==> src/rtl/pll_kcounter_pkg.sv <==
package pll_kcounter_pkg;
  typedef struct packed {
    logic load;
    logic inc;
    logic dec;
    logic wrapUp;
    logic wrapDn;
  } kcntStrobe_t;
endpackage

==> src/rtl/pll_kcounter_dp.sv <==
module pll_kcounter_dp
  import pll_kcounter_pkg::*;
#(
  parameter int CNT_W   = 17,
  parameter int CODE_W  = 4,
  parameter int MIN_LOG = 3,
  parameter int MAX_LOG = 17
) (
  input  logic              clk,
  input  logic              rst,
  input  kcntStrobe_t       strobe,
  input  logic [CODE_W-1:0] kCode,
  output logic [CNT_W-1:0]  count,
  output logic              atTop,
  output logic              atBottom
);
  localparam int MAX_CODE = MAX_LOG - MIN_LOG;
  localparam int LOG_W    = $clog2(MAX_LOG + 1);

  logic [LOG_W-1:0] kLog;
  logic [CNT_W-1:0] newMask;
  logic [CNT_W-1:0] newHalf;
  logic [CNT_W-1:0] modMax;

  always_comb begin
    if (int'(kCode) > MAX_CODE) kLog = LOG_W'(MAX_LOG);
    else                        kLog = LOG_W'(MIN_LOG) + LOG_W'(kCode);
  end

  for (genvar i = 0; i < CNT_W; i++) begin : g_mask
    assign newMask[i] = (LOG_W'(i) < kLog);
  end

  assign newHalf = newMask ^ (newMask >> 1);

  always_ff @(posedge clk) begin
    if (strobe.load) begin
      modMax <= newMask;
      count  <= newHalf;
    end else if (strobe.inc) begin
      count <= strobe.wrapUp ? '0 : count + CNT_W'(1);
    end else if (strobe.dec) begin
      count <= strobe.wrapDn ? modMax : count - CNT_W'(1);
    end
  end

  assign atTop    = (count == modMax);
  assign atBottom = (count == '0);

  assert_count_in_range_R9: assert property (@(posedge clk) disable iff (rst)
    count <= modMax);
  assert_step_up_R2: assert property (@(posedge clk) disable iff (rst)
    (strobe.inc && !atTop) |=> count == $past(count) + CNT_W'(1));
  assert_wrap_up_R3: assert property (@(posedge clk) disable iff (rst)
    (strobe.inc && atTop) |=> count == '0);
  assert_step_down_R4: assert property (@(posedge clk) disable iff (rst)
    (strobe.dec && !atBottom) |=> count == $past(count) - CNT_W'(1));
  assert_wrap_down_R5: assert property (@(posedge clk) disable iff (rst)
    (strobe.dec && atBottom) |=> count == modMax);
  assert_hold_R6: assert property (@(posedge clk) disable iff (rst)
    (!strobe.inc && !strobe.dec && !strobe.load) |=> $stable(count));
  assert_modulus_kept_R8: assert property (@(posedge clk) disable iff (rst)
    !strobe.load |=> $stable(modMax));
endmodule

==> src/rtl/pll_kcounter_ctrl.sv <==
module pll_kcounter_ctrl
  import pll_kcounter_pkg::*;
(
  input  logic        clk,
  input  logic        rst,
  input  logic        en,
  input  logic        up,
  input  logic        atTop,
  input  logic        atBottom,
  output kcntStrobe_t strobe,
  output logic        carry,
  output logic        borrow
);
  always_comb begin
    strobe.load   = rst;
    strobe.inc    = !rst && en && up;
    strobe.dec    = !rst && en && !up;
    strobe.wrapUp = strobe.inc && atTop;
    strobe.wrapDn = strobe.dec && atBottom;
  end

  always_ff @(posedge clk) begin
    carry  <= strobe.wrapUp;
    borrow <= strobe.wrapDn;
  end

  assert_pulses_exclusive_R7: assert property (@(posedge clk) disable iff (rst)
    !(carry && borrow));
  assert_carry_single_R7: assert property (@(posedge clk) disable iff (rst)
    carry |=> !carry);
  assert_borrow_single_R7: assert property (@(posedge clk) disable iff (rst)
    borrow |=> !borrow);
  assert_idle_quiet_R6: assert property (@(posedge clk) disable iff (rst)
    !en |=> !carry && !borrow);
  assert_reset_clears_R1: assert property (@(posedge clk)
    rst |=> !carry && !borrow);
  assert_reset_priority_R10: assert property (@(posedge clk)
    (rst && en) |=> !carry && !borrow);
endmodule

==> src/rtl/pll_kcounter.sv <==
module pll_kcounter
  import pll_kcounter_pkg::*;
#(
  parameter int CNT_W   = 17,
  parameter int CODE_W  = 4,
  parameter int MIN_LOG = 3,
  parameter int MAX_LOG = 17
) (
  input  logic              clk,
  input  logic              rst,
  input  logic              en,
  input  logic              up,
  input  logic [CODE_W-1:0] kCode,
  output logic [CNT_W-1:0]  count,
  output logic              carry,
  output logic              borrow
);
  kcntStrobe_t strobe;
  logic        atTop;
  logic        atBottom;

  pll_kcounter_ctrl u_ctrl (
    .clk      (clk),
    .rst      (rst),
    .en       (en),
    .up       (up),
    .atTop    (atTop),
    .atBottom (atBottom),
    .strobe   (strobe),
    .carry    (carry),
    .borrow   (borrow)
  );

  pll_kcounter_dp #(
    .CNT_W   (CNT_W),
    .CODE_W  (CODE_W),
    .MIN_LOG (MIN_LOG),
    .MAX_LOG (MAX_LOG)
  ) u_dp (
    .clk      (clk),
    .rst      (rst),
    .strobe   (strobe),
    .kCode    (kCode),
    .count    (count),
    .atTop    (atTop),
    .atBottom (atBottom)
  );
endmodule

==> config.mk <==
export PLATFORM = sky130hd
export DESIGN_NAME = pll_kcounter
export DESIGN_NICKNAME = d
export VERILOG_FILES = /design/src/rtl/pll_kcounter_pkg.sv /design/src/rtl/pll_kcounter_dp.sv /design/src/rtl/pll_kcounter_ctrl.sv /design/src/rtl/pll_kcounter.sv
export SDC_FILE = /design/constraint.sdc
export NUM_CORES = 1
export LEC_CHECK = 0
export ABC_AREA = 1
export BUFFER_PORTS_ARGS = -buffer_cell sky130_fd_sc_hd__buf_2
export CAP_MARGIN = 20
export CORE_MARGIN = 1.5
export CORE_UTILIZATION = 51
export CTS_CLUSTER_SIZE = 28
export DETAILED_ROUTE_END_ITERATION = 7
export PLACE_DENSITY = 0.7
export SLEW_MARGIN = 10
export SYNTH_ARGS = -nofsm -noshare
export SYNTH_HDL_FRONTEND = slang
export SYNTH_SLANG_ARGS = --single-unit
==> constraint.sdc <==
create_clock -name clk -period 1.8 [get_ports clk]
set_input_delay 0.36 -clock clk [delete_from_list [all_inputs] [get_ports clk]]
set_output_delay 0.36 -clock clk [all_outputs]
set_load 0.02 [all_outputs]
==> flow_metrics.tcl <==
set metrics [dict create \
    status "finished with violations" \
    violations "DRC, setup timing" \
    htreeDepth 2 \
    p_per_area_nw_per_um2 706 \
    vias_per_cell 5.39 \
    dieHeight_um 84.9 \
    worstPathArrival_ns 2.03 \
    ys_seq_area_share_pct 31.0 \
    synth-xor-area-share_pct 5.92 \
    ios 27 \
    portBuffers 26 \
    vdd_drop_max_v 0.000583 \
    grt_use_total_pct 32.5 \
    layout_commonest_cell "nand2_1" \
    antenna_cells 0 \
    fin_ws_ns -0.178 \
    die-area_sq_um 7210 \
    synth-adder-area-share_pct 1.83 \
    max_clock_freq_mhz 506 \
    synth_compound_area_share_pct 4.79 \
    ys_ff_latch 36 \
    antenna_left 0 \
    die_x_um 84.9 \
    hold_viol_final 0 \
    ys_types 34 \
    finalSetupTns_ns -2.13 \
    final_cell_mix "nand2_1 (159), buf_4 (114), inv_1 (60)" \
    synthesis.area_sq_um 3420 \
    r2r_start "u_dp.count[1]" \
    drive_above_1_share_pct 37.0 \
    pre_cts_ws_ns -0.246 \
    startpoint "u_dp.count[1]" \
    routed_wirelength_mm 11.7 \
    nNetsFinal 676 \
    avgSynthCellArea_sq_um 6.56 \
    hp-class "primary input to flip-flop" \
    rsz0062_at_grt "true" \
    hp-start "rst" \
    max_cap_viol_count 0 \
    fill_cells 495 \
    routed-via-count 3993 \
    yosysWarnings 0 \
    grt_max_degree 28 \
    multiInputGateArea_sq_um 2300 \
    period_minus_slack_ns 1.98 \
    rows 29 \
    synth_top_family_by_area "simple AND/OR/NAND/NOR gates" \
    grt_pass1_vias 3644 \
    clk_pin_slew_ns 0.08 \
    synth_fp_nets 535 \
    gp_congestion 0.959 \
    required_ns 1.85 \
    drv_slew 0 \
    syn_to_final_growth_pct 43.3 \
    holdWs_ns 0.440 \
    drc_errors 2 \
    p_leak_nw 2.41 \
    min_period_over_period_pct 110 \
    worstPathMaxFanout 8 \
    cts_tree "done" \
    insertion_delay_ns 0.30 \
    regArea_sq_um 1060 \
    muxShareOfSynthArea_pct 0 \
    worstSetupPathType "flip-flop to flip-flop" \
    wl_per_cell_um 15.9 \
    setup_viol 17 \
    setup.worst_path.end_class "flip-flop" \
    drtPass1Iterations 8 \
    root_buffer "clkbuf_8" \
    post-route-util_pct 76.3 \
    relSlewSlack_pct 74.3 \
    yosys.area_share.simple_pct 45.3 \
    skew_ns 0.0120 \
    grt_first_pass_wirelength_mm 18.1 \
    syn_inst 522 \
    drtIter0Drc 492 \
    cts_buffers 5 \
    coreArea_sq_um 6420 \
    hpwlAfterDp_mm 8.69 \
    worstMarginPinSlew_ns 0.386 \
    cts_buffer_depth 2 \
    antenna_found_initial 0 \
    globalRouteOverflowTotal 0 \
    cts.sinks 36 \
    start_util_pct 53.3 \
    crit_path_start_kind "flip-flop" \
]
-- through the flow --
| stage | cell area [sq um] | total power [mW] | instances |
|---|---|---|---|
| 2_1_floorplan | 3510 | 2.00 | 522 |
| 3_3_place_gp | 4400 | 2.61 | 714 |
| 3_5_place_dp | 4400 | 2.63 | 714 |
| 4_1_cts | 4680 | 3.29 | 731 |
| 5_1_grt | 4900 | 3.64 | 741 |
| 6_report | 4900 | 3.46 | 741 |
-- area by class of cell --
type / count / share of cell area (%)
clock buffer: 7 / 1.76
clock inverter: 1 / 0.0766
inverter: 72 / 5.51
multi-input combinational: 401 / 47.0
sequential: 36 / 21.6
tap: 77 / 1.96
timing repair buffer: 147 / 22.1
-- synth_stat cells, drive strengths merged --
master	instances	area share, %
nor2	83	12
xor2	17	4.9
nor4	1	0.18
o21ai	7	1.0
nand3b	1	0.22
ha	5	1.8
nor3	7	1.2
o211ai	3	0.95
a21oi	17	2.8
nand2	178	20
buf	13	3.0
dfxtp	2	1.2
inv	72	7.9
nand4	16	2.9
xnor2	4	1.0
clkbuf	2	0.26
nand3	60	9.4
edfxtp	34	30
-- cell families (layout without fill, tap and decap cells) --
group,after synthesis,after routing
AND/OR/NAND/NOR,346,348
XOR/XNOR,21,21
buffers and inverters,87,227
AO/OA/AOI/OAI,27,27
adder cells (fa/ha/maj),5,5
flip-flops,36,36
-- sequential cells by signal, indices dropped and copies added, names as in the netlist --
register / flops
u_ctrl.carry: 1
u_dp.modMax: 17
u_ctrl.borrow: 1
u_dp.count: 17
-- report_power, final --
part	total (mW)	switching (mW)	internal [mW]	leakage [nW]
Combinational	1.69	0.959	0.727	1.99
Sequential	1.17	0.128	1.05	0.368
Clock	0.604	0.297	0.307	0.0459
Total	3.46	1.38	2.08	2.41
-- what timing repair did --
item / 4_1_cts / 5_1_grt
setup endpoints to repair: 17 / 18
hold buffers: 0 / 0
pin swaps: 14 / 23
hold endpoints to repair: 0 / 0
gates cloned: 2 / 0
buffers inserted: 7 / 10
gates resized for setup: 29 / 42
-- worst max-delay path, cell delays in order (launching register included) --
cell      delay [ns]
edfxtp_1        0.48
buf_6           0.16
nand2_2         0.11
nand2_4         0.07
nor2_4          0.10
nand2_2         0.07
nor2_4          0.20
nand3_4         0.22
buf_4           0.20
nand3_2         0.05
a21oi_1         0.06
-- path summary, 6_finish.rpt --
check | endpoint | slack [ns] | depth (start not counted)
setup / recovery | u_dp.count[5] | -0.18 | 10
hold / removal | u_dp.modMax[0] | 0.44 | 2
setup reg to reg | u_dp.count[5] | -0.18 | 10
hold reg to reg | u_dp.count[4] | 0.73 | 4
-- routing by layer --
metal	vias to the layer above	part of all wire, %	wire [um]	global-route usage [%]
met5	-	0	0	0
met4	0	2.6	309	9.69
met3	24	8.2	959	3.40
met2	200	48	5660	55.1
met1	1819	41	4820	44.2
li1	1950	-	-	-
No activity file was read; power rests on OpenSTA's default activity.
